===== src/rtl/alu_quad_pkg.sv =====
package alu_quad_pkg;

    typedef enum logic [1:0] {
        OP_AND = 2'b00,
        OP_OR  = 2'b01,
        OP_ADD = 2'b10,
        OP_SUB = 2'b11
    } alu_op_e;

endpackage


===== src/rtl/fa_cell.sv =====
module fa_cell (
    input  logic x_i,
    input  logic y_i,
    input  logic ci_i,
    output logic s_o,
    output logic co_o
);
    logic half_d;

    always_comb begin
        half_d = x_i ^ y_i;
        s_o    = half_d ^ ci_i;
        co_o   = (x_i & y_i) | (half_d & ci_i);
    end
endmodule


===== src/rtl/addsub_chain.sv =====
module addsub_chain #(
    parameter int W = 32
) (
    input  logic [W-1:0] a_i,
    input  logic [W-1:0] b_i,
    input  logic         sub_i,
    output logic [W-1:0] sum_o,
    output logic         c_top_in_o,
    output logic         c_out_o
);
    localparam int TOP = W - 1;

    logic [W:0]   carry_d;
    logic [W-1:0] b_eff_d;

    assign carry_d[0] = sub_i;

    generate
        for (genvar k = 0; k < W; k++) begin : g_cell
            assign b_eff_d[k] = b_i[k] ^ sub_i;
            fa_cell u_fa (
                .x_i  (a_i[k]),
                .y_i  (b_eff_d[k]),
                .ci_i (carry_d[k]),
                .s_o  (sum_o[k]),
                .co_o (carry_d[k+1])
            );
        end
    endgenerate

    assign c_top_in_o = carry_d[TOP];
    assign c_out_o    = carry_d[W];
endmodule


===== src/rtl/bitwise_unit.sv =====
module bitwise_unit #(
    parameter int W = 32
) (
    input  logic [W-1:0] a_i,
    input  logic [W-1:0] b_i,
    output logic [W-1:0] and_o,
    output logic [W-1:0] or_o
);
    always_comb begin
        and_o = a_i & b_i;
        or_o  = a_i | b_i;
    end
endmodule


===== src/rtl/result_mux.sv =====
module result_mux
    import alu_quad_pkg::*;
#(
    parameter int W = 32
) (
    input  alu_op_e      op_i,
    input  logic [W-1:0] and_i,
    input  logic [W-1:0] or_i,
    input  logic [W-1:0] sum_i,
    input  logic         c_top_in_i,
    input  logic         c_out_i,
    output logic [W-1:0] res_o,
    output logic         cout_o,
    output logic         ovf_o
);
    typedef struct packed {
        logic [W-1:0] res;
        logic         cout;
        logic         ovf;
    } sel_t;

    sel_t sel_d;

    always_comb begin
        sel_d = '0;
        unique case (op_i)
            OP_AND: sel_d.res = and_i;
            OP_OR:  sel_d.res = or_i;
            default: begin
                sel_d.res  = sum_i;
                sel_d.cout = c_out_i;
                sel_d.ovf  = c_top_in_i ^ c_out_i;
            end
        endcase
    end

    assign res_o  = sel_d.res;
    assign cout_o = sel_d.cout;
    assign ovf_o  = sel_d.ovf;
endmodule


===== src/rtl/alu_quad.sv =====
module alu_quad
    import alu_quad_pkg::*;
#(
    parameter int W = 32
) (
    input  logic [W-1:0] a_i,
    input  logic [W-1:0] b_i,
    input  logic [1:0]   op_i,
    output logic [W-1:0] res_o,
    output logic         cout_o,
    output logic         ovf_o
);
    alu_op_e      op_d;
    logic         sub_d;
    logic [W-1:0] and_d;
    logic [W-1:0] or_d;
    logic [W-1:0] sum_d;
    logic         c_top_in_d;
    logic         c_out_d;

    always_comb begin
        op_d  = alu_op_e'(op_i);
        sub_d = (op_d == OP_SUB);
    end

    addsub_chain #(.W(W)) u_chain (
        .a_i        (a_i),
        .b_i        (b_i),
        .sub_i      (sub_d),
        .sum_o      (sum_d),
        .c_top_in_o (c_top_in_d),
        .c_out_o    (c_out_d)
    );

    bitwise_unit #(.W(W)) u_logic (
        .a_i   (a_i),
        .b_i   (b_i),
        .and_o (and_d),
        .or_o  (or_d)
    );

    result_mux #(.W(W)) u_mux (
        .op_i       (op_d),
        .and_i      (and_d),
        .or_i       (or_d),
        .sum_i      (sum_d),
        .c_top_in_i (c_top_in_d),
        .c_out_i    (c_out_d),
        .res_o      (res_o),
        .cout_o     (cout_o),
        .ovf_o      (ovf_o)
    );
endmodule


===== config.mk =====
export PLATFORM = sky130hd
export DESIGN_NAME = alu_quad
export DESIGN_NICKNAME = d
export VERILOG_FILES = /design/src/rtl/alu_quad_pkg.sv /design/src/rtl/fa_cell.sv /design/src/rtl/addsub_chain.sv /design/src/rtl/bitwise_unit.sv /design/src/rtl/result_mux.sv /design/src/rtl/alu_quad.sv
export SDC_FILE = /design/constraint.sdc
export NUM_CORES = 1
export LEC_CHECK = 0
export BUFFER_PORTS_ARGS = -buffer_cell sky130_fd_sc_hd__buf_4
export CAP_MARGIN = 20
export CORE_ASPECT_RATIO = 2
export CORE_MARGIN = 2
export CORE_UTILIZATION = 54
export DETAILED_ROUTE_END_ITERATION = 12
export GPL_ROUTABILITY_DRIVEN = 0
export GPL_TIMING_DRIVEN = 0
export PLACE_DENSITY = 0.95
export SETUP_SLACK_MARGIN = 0.2
export SYNTH_ARGS = -nofsm -noshare
export SYNTH_HDL_FRONTEND = slang
export SYNTH_HIERARCHICAL = 1
export SYNTH_SLANG_ARGS = --single-unit

===== constraint.sdc =====
create_clock -name vclk -period 60.3
set_input_delay 15.075 -clock vclk [all_inputs]
set_output_delay 15.075 -clock vclk [all_outputs]
set_load 0.1 [all_outputs]

# Word level (Yosys, flattened, before mapping)
# Cells that the tools add are included.
word_totals:
  regBits: 0
  latchBits: 0
  ram_bits: 0
  rom_bits: 0
  elab_cells: 201
  n_memories: 0
op_classes:
  n_addsub: 0
  multipliers: 0
  div_mod_pow: 0
  n_lt_le_gt_ge: 0
  n_eq_ne: 2
  n_shift: 0
  muxes: 2
  n_bitwise: 195
  reduce_logical: 2
op_table:
  columns: ["operator", "count"]
  rows:
  - ["$xor 1x1->1", 97]
  - ["$and 1x1->1", 64]
  - ["$pmux 32 s2", 1]
  - ["$and 32x32->32", 1]
  - ["$or 1x1->1", 32]
  - ["$or 32x32->32", 1]
  - ["$eq 2x1->1 const B", 1]
  - ["$eq 2x2->1 const B", 1]
  - ["$logic_not 2->1", 1]
  - ["$mux 2", 1]
  - ["$reduce_or 2->1", 1]

# Logic depth before layout (Yosys ltp)
depth:
  depth_word: 69
  ltp_mapped: 38
  ltp_nobuf: 36

# Hierarchy
# The synthesis kept the hierarchy.
by_module_without_submodules:
  columns: ["module", "n_inst", "cells_each", "area_each_um2", "seq_area_each_um2"]
  rows:
  - ["result_mux", 1, 110, 729.4, 0.0]
  - ["fa_cell", 32, 1, 20.0, 0.0]
  - ["bitwise_unit", 1, 64, 440.4, 0.0]
  - ["addsub_chain", 1, 36, 351.6, 0.0]
  - ["alu_quad", 1, 1, 6.3, 0.0]

# Worst setup path before layout
# No wires, ideal clock.
synth_timing:
  path_type: "input to output"
  from: "input port op_i[0]"
  to: "output port res_o[31]"
  arrival_time_ns: 29.060
  t_required_ns: 45.225
  setup_slack_ns: 16.165
  path_stages: 38
  path_buffers: 2
  cell_sequence: "and2_1 -> buf_6 -> buf_12 -> xor2_1 -> fa_1 -> fa_1 -> fa_1 -> fa_1 -> fa_1 -> fa_1 -> fa_1 -> fa_1 -> fa_1 -> fa_1 -> fa_1 -> fa_1 -> fa_1 -> fa_1 -> (+2 left out) -> fa_1 -> fa_1 -> fa_1 -> fa_1 -> fa_1 -> fa_1 -> fa_1 -> fa_1 -> fa_1 -> fa_1 -> fa_1 -> fa_1 -> fa_1 -> fa_1 -> fa_1 -> fa_1 -> nand2_1 -> o21ai_0"
synth_via:
  elab_chain_len: 67
synth_rtl:
  columns: ["item", "line", "text"]
  rows:
  - ["start, declared", "alu_quad.sv:8", "input logic [1:0] op_i,"]
  - ["$eq 2x2->1 *", "alu_quad.sv:23", "sub_d = (op_d == OP_SUB);"]
  - ["$xor 1x1->1 *", "addsub_chain.sv:20", "assign b_eff_d[k] = b_i[k] ^ sub_i;"]
  - ["named net u_chain.b_eff_d[0]", "addsub_chain.sv:14", "logic [W-1:0] b_eff_d;"]
  - ["$xor 1x1->1", "fa_cell.sv:11", "half_d = x_i ^ y_i;"]
  - ["$and 1x1->1", "fa_cell.sv:13", "co_o = (x_i & y_i) | (half_d & ci_i);"]
  - ["$or 1x1->1 *", "fa_cell.sv:13", null]
  - ["named net u_chain.carry_d[1]", "addsub_chain.sv:13", "logic [W:0] carry_d;"]
  - ["$and 1x1->1 *", "fa_cell.sv:13", null]
  - ["(+1 left out)", null, null]
  - ["named net u_chain.carry_d[2]", "addsub_chain.sv:13", null]
  - ["(+2 left out)", null, null]
  - ["named net u_chain.carry_d[3]", "addsub_chain.sv:13", null]
  - ["(+2 left out)", null, null]
  - ["named net u_chain.carry_d[4]", "addsub_chain.sv:13", null]
  - ["(+2 left out)", null, null]
  - ["named net u_chain.carry_d[5]", "addsub_chain.sv:13", null]
  - ["(+2 left out)", null, null]
  - ["named net u_chain.carry_d[6]", "addsub_chain.sv:13", null]
  - ["(+2 left out)", null, null]
  - ["named net u_chain.carry_d[7]", "addsub_chain.sv:13", null]
  - ["(+2 left out)", null, null]
  - ["named net u_chain.carry_d[8]", "addsub_chain.sv:13", null]
  - ["(+2 left out)", null, null]
  - ["named net u_chain.carry_d[9]", "addsub_chain.sv:13", null]
  - ["(+2 left out)", null, null]
  - ["named net u_chain.carry_d[10]", "addsub_chain.sv:13", null]
  - ["(+2 left out)", null, null]
  - ["named net u_chain.carry_d[11]", "addsub_chain.sv:13", null]
  - ["(+2 left out)", null, null]
  - ["named net u_chain.carry_d[12]", "addsub_chain.sv:13", null]
  - ["(+2 left out)", null, null]
  - ["named net u_chain.carry_d[13]", "addsub_chain.sv:13", null]
  - ["(+2 left out)", null, null]
  - ["named net u_chain.carry_d[14]", "addsub_chain.sv:13", null]
  - ["(+2 left out)", null, null]
  - ["named net u_chain.carry_d[15]", "addsub_chain.sv:13", null]
  - ["(+2 left out)", null, null]
  - ["named net u_chain.carry_d[16]", "addsub_chain.sv:13", null]
  - ["(+2 left out)", null, null]
  - ["named net u_chain.carry_d[17]", "addsub_chain.sv:13", null]
  - ["(+2 left out)", null, null]
  - ["named net u_chain.carry_d[18]", "addsub_chain.sv:13", null]
  - ["(+2 left out)", null, null]
  - ["named net u_chain.carry_d[19]", "addsub_chain.sv:13", null]
  - ["(+2 left out)", null, null]
  - ["named net u_chain.carry_d[20]", "addsub_chain.sv:13", null]
  - ["(+2 left out)", null, null]
  - ["named net u_chain.carry_d[21]", "addsub_chain.sv:13", null]
  - ["(+2 left out)", null, null]
  - ["named net u_chain.carry_d[22]", "addsub_chain.sv:13", null]
  - ["(+2 left out)", null, null]
  - ["named net u_chain.carry_d[23]", "addsub_chain.sv:13", null]
  - ["(+2 left out)", null, null]
  - ["named net u_chain.carry_d[24]", "addsub_chain.sv:13", null]
  - ["(+2 left out)", null, null]
  - ["named net u_chain.carry_d[25]", "addsub_chain.sv:13", null]
  - ["(+2 left out)", null, null]
  - ["named net u_chain.carry_d[26]", "addsub_chain.sv:13", null]
  - ["(+2 left out)", null, null]
  - ["named net u_chain.carry_d[27]", "addsub_chain.sv:13", null]
  - ["(+2 left out)", null, null]
  - ["named net u_chain.carry_d[28]", "addsub_chain.sv:13", null]
  - ["(+2 left out)", null, null]
  - ["named net u_chain.carry_d[29]", "addsub_chain.sv:13", null]
  - ["(+1 left out)", null, null]
  - ["$or 1x1->1 *", "fa_cell.sv:13", null]
  - ["named net u_chain.carry_d[30]", "addsub_chain.sv:13", null]
  - ["$and 1x1->1 *", "fa_cell.sv:13", null]
  - ["$or 1x1->1 *", "fa_cell.sv:13", null]
  - ["named net c_top_in_d", "alu_quad.sv:18", "logic c_top_in_d;"]
  - ["$xor 1x1->1 *", "fa_cell.sv:12", "s_o = half_d ^ ci_i;"]
  - ["named net sum_d[31]", "alu_quad.sv:17", "logic [W-1:0] sum_d;"]
  - ["$pmux 32 s2 *", "result_mux.sv:26", "unique case (op_i)"]
  - ["end, declared", "alu_quad.sv:9", "output logic [W-1:0] res_o,"]
# The timed path passes the listed nets; every way through them passes the cells marked *.

# Worst setup path after layout
layout_timing:
  from: "input port op_i[0]"
  to: "output port ovf_o"
layout_via:
  elab_chain_len: 69
layout_rtl:
  columns: ["item", "line", "text"]
  rows:
  - ["$eq 2x2->1 *", "alu_quad.sv:23", null]
  - ["named net sub_d", "alu_quad.sv:14", "logic sub_d;"]
  - ["$xor 1x1->1 *", "addsub_chain.sv:20", null]
  - ["named net u_chain.b_eff_d[0]", "addsub_chain.sv:14", null]
  - ["$xor 1x1->1", "fa_cell.sv:11", null]
  - ["$and 1x1->1", "fa_cell.sv:13", null]
  - ["$or 1x1->1 *", "fa_cell.sv:13", null]
  - ["named net u_chain.carry_d[1]", "addsub_chain.sv:13", null]
  - ["(+2 left out)", null, null]
  - ["named net u_chain.carry_d[2]", "addsub_chain.sv:13", null]
  - ["(+2 left out)", null, null]
  - ["named net u_chain.carry_d[3]", "addsub_chain.sv:13", null]
  - ["(+2 left out)", null, null]
  - ["named net u_chain.carry_d[4]", "addsub_chain.sv:13", null]
  - ["(+2 left out)", null, null]
  - ["named net u_chain.carry_d[5]", "addsub_chain.sv:13", null]
  - ["(+2 left out)", null, null]
  - ["named net u_chain.carry_d[6]", "addsub_chain.sv:13", null]
  - ["(+2 left out)", null, null]
  - ["named net u_chain.carry_d[7]", "addsub_chain.sv:13", null]
  - ["(+2 left out)", null, null]
  - ["named net u_chain.carry_d[8]", "addsub_chain.sv:13", null]
  - ["(+2 left out)", null, null]
  - ["named net u_chain.carry_d[9]", "addsub_chain.sv:13", null]
  - ["(+2 left out)", null, null]
  - ["named net u_chain.carry_d[10]", "addsub_chain.sv:13", null]
  - ["(+2 left out)", null, null]
  - ["named net u_chain.carry_d[11]", "addsub_chain.sv:13", null]
  - ["(+2 left out)", null, null]
  - ["named net u_chain.carry_d[12]", "addsub_chain.sv:13", null]
  - ["(+2 left out)", null, null]
  - ["named net u_chain.carry_d[13]", "addsub_chain.sv:13", null]
  - ["(+2 left out)", null, null]
  - ["named net u_chain.carry_d[14]", "addsub_chain.sv:13", null]
  - ["(+2 left out)", null, null]
  - ["named net u_chain.carry_d[15]", "addsub_chain.sv:13", null]
  - ["(+2 left out)", null, null]
  - ["named net u_chain.carry_d[16]", "addsub_chain.sv:13", null]
  - ["(+2 left out)", null, null]
  - ["named net u_chain.carry_d[17]", "addsub_chain.sv:13", null]
  - ["(+2 left out)", null, null]
  - ["named net u_chain.carry_d[18]", "addsub_chain.sv:13", null]
  - ["(+2 left out)", null, null]
  - ["named net u_chain.carry_d[19]", "addsub_chain.sv:13", null]
  - ["(+2 left out)", null, null]
  - ["named net u_chain.carry_d[20]", "addsub_chain.sv:13", null]
  - ["(+2 left out)", null, null]
  - ["named net u_chain.carry_d[21]", "addsub_chain.sv:13", null]
  - ["(+2 left out)", null, null]
  - ["named net u_chain.carry_d[22]", "addsub_chain.sv:13", null]
  - ["(+2 left out)", null, null]
  - ["named net u_chain.carry_d[23]", "addsub_chain.sv:13", null]
  - ["(+2 left out)", null, null]
  - ["named net u_chain.carry_d[24]", "addsub_chain.sv:13", null]
  - ["(+2 left out)", null, null]
  - ["named net u_chain.carry_d[25]", "addsub_chain.sv:13", null]
  - ["(+2 left out)", null, null]
  - ["named net u_chain.carry_d[26]", "addsub_chain.sv:13", null]
  - ["(+2 left out)", null, null]
  - ["named net u_chain.carry_d[27]", "addsub_chain.sv:13", null]
  - ["(+2 left out)", null, null]
  - ["named net u_chain.carry_d[28]", "addsub_chain.sv:13", null]
  - ["(+2 left out)", null, null]
  - ["named net u_chain.carry_d[29]", "addsub_chain.sv:13", null]
  - ["(+2 left out)", null, null]
  - ["named net u_chain.carry_d[30]", "addsub_chain.sv:13", null]
  - ["$and 1x1->1 *", "fa_cell.sv:13", null]
  - ["$or 1x1->1 *", "fa_cell.sv:13", null]
  - ["named net c_top_in_d", "alu_quad.sv:18", null]
  - ["$and 1x1->1 *", "fa_cell.sv:13", null]
  - ["$or 1x1->1 *", "fa_cell.sv:13", null]
  - ["named net c_out_d", "alu_quad.sv:19", "logic c_out_d;"]
  - ["$xor 1x1->1 *", "result_mux.sv:32", "sel_d.ovf = c_top_in_i ^ c_out_i;"]
  - ["$mux 2 *", "result_mux.sv:26", null]
  - ["end, declared", "alu_quad.sv:11", "output logic ovf_o"]
# Marks and branches as above.

==> impl_results.md <==
- Max cap viols: 0
- DR iter-0 viols: 17
- Largest net degree at the start of global routing: 11
- DP Area: 2980 um^2
- Sequential-to-total area share from yosys stat: 0%
- Internal power: 17.8 uW
- Global-route wire length before repair: 9100 um
- Leak pwr: 0.00147 uW
- Crit path time final: 44.38 ns
- Initial antenna violation count: 0
- Crit-path slowest cell: fa_1
- Dominant cell type by area after synthesis: fa_1
- Outcome: completed
- Net Sw Power: 44.4 uW
- CLK BUF: 0
- Distinct cells, synth: 15
- Final setup margin: 15.92 ns
- Final hold violation count: 0
- Io pins: 100
- Worst Setup Path Type: primary input to primary output
- Port Buffers: 100
- Die Span X: 48.8 um
- Setup violators final: 0
- Post-CTS Setup Bufs: 0
- Pre-CTS setup slack: 15.93 ns
- Commonest non-fill, non-tap cells in the layout: buf_4 (101), xor2_1 (33)
- Drc violations: 0
- Most common cell after layout, fill and taps aside: buf_4
- Post-CTS Hold Fix Bufs: 0
- Comb pwr share: 100.0%
- Ranking of synthesized cells by area: fa_1 (30%), mux2i_1 (15%), xor2_1 (13%)
- Die H: 93.6 um
- Row count: 32
- Fmax: 22.5 MHz
- Cell area after synthesis: 2170 um^2
- Tcrit/Tclk final: 73.6%
- Via-per-instance ratio: 5.20
- Sequential Power Share: 0%
- CTS resizes: 0
- Slew HR: 66.6%
- Fin Setup TNS: 0 ns
- Total Wirelength: 5370 um
- Clock power frac: 0%
- HP Class: primary input to primary output
- Layout cells sized above 1: 42.6%
- Post-synthesis average cell area: 8.92 um^2
- Synth-to-Final Area Change: 37.6%
- Synth Instances: 243
- Yosys warns: 6
- Core footprint: 3840 um^2
- Remaining Overflow, GRT: 0
- CP max FO: 10
- Worst slew pin tran: 0.500 ns
- Post-synth top area share: 29.5%
- Peak VDD IR: 0.0000216 V
- FFs & Latches: 0
- Diode count: 0
- Final ANT Viol Nets: 0
- Total GRT Usage: 24.1%
- Required @ worst endpoint: 45.22 ns
- DP HPWL: 4630 um
- Fillers: 306
- Synth Net Count: 341
- Nets: 443
- WHS: 30.71 ns
- Power Density: 20.8 nW/um^2
- Final slew viol count: 0
- WL/cell: 13.6 um
- DIE AREA: 4570 um^2
- Routed via count: 2049
- TritonRoute pass-1 iters: 4
- Reg area: 0 um^2
- CP Launch Type: primary input
- Most frequent CP cell: fa_1
- Arr. time, crit path: 29.30 ns
- Sw Ratio: 71.4%
- Setup crit end kind: primary output
- Tot Pwr: 62.2 uW
- Post-route cell area: 2980 um^2
- Highest cell delay on the worst timing path: 0.44 ns
- Vias in the first global route: 2166
- RSZ-0062 raised after global routing: false
- Initial Util: 56.4%
## logic make-up after synthesis
kind of cell	after synthesis	synth area share, %
muxes	32	14.8
adders and majority gates	32	29.5
and+or+nand+nor	99	26.7
xor gates and xnor gates	33	13.3
AOI/OAI and AO/OA	32	7.39
buffers and inverters	15	8.25
## per-stage QoR
step                      std cells  util [%]
after floorplan                 243         -
after global placement          394      77.6
after detailed placement        394      77.6
after CTS                       394      77.6
after global routing            394      77.6
final                           394      77.6
## synth_stat cells
library cell   n
fa_1          32
xor2_1        33
o21ai_1       30
and2_1         3
nand2_1       32
clkbuf_1       1
clkbuf_2       1
buf_12         6
or2_1         32
o21ai_0        2
buf_4          1
and2_2        32
mux2i_1       32
buf_6          2
buf_2          4
## worst paths after layout
| check | from | to | slack (ns) | depth (start not counted) |
|---|---|---|---|---|
| worst max-delay path | op_i[0] | ovf_o | 15.92 | 40 |
| worst min-delay path | op_i[1] | res_o[0] | 30.71 | 4 |
## power by group through the flow
stage          clock (uW)  sequential [uW]  combinational (uW)
4_1_cts                 0                0                62.4
5_1_grt                 0                0                65.9
3_5_place_dp            0                0                62.3
3_3_place_gp            0                0                60.8
2_1_floorplan           0                0                47.5
6_report                0                0                62.2
## layer usage
| layer | vias to the layer above | track usage, % | share of wire, % |
|---|---|---|---|
| met5 | - | 0 | 0 |
| met3 | 12 | 2.40 | 3.9 |
| met4 | 0 | 6.90 | 2.5 |
| met2 | 59 | 50.6 | 61 |
| li1 | 984 | - | - |
| met1 | 994 | 23.7 | 33 |
## layout make-up
cell class                 count  area [um^2]  share of cell area, %
tap                           51         63.8                   2.14
multi-input combinational    228         1990                   66.7
timing repair buffer         100          751                   25.2
buffer                        15          179                   6.00
## critical path: cells and delay by family
family,cells,cell delay (ns)
adder cells (fa/ha/maj),32,12.88
buffers and inverters,4,0.70
AND/OR/NAND/NOR,2,0.33
XOR/XNOR,2,0.32
No activity file was read; power rests on OpenSTA's default activity.
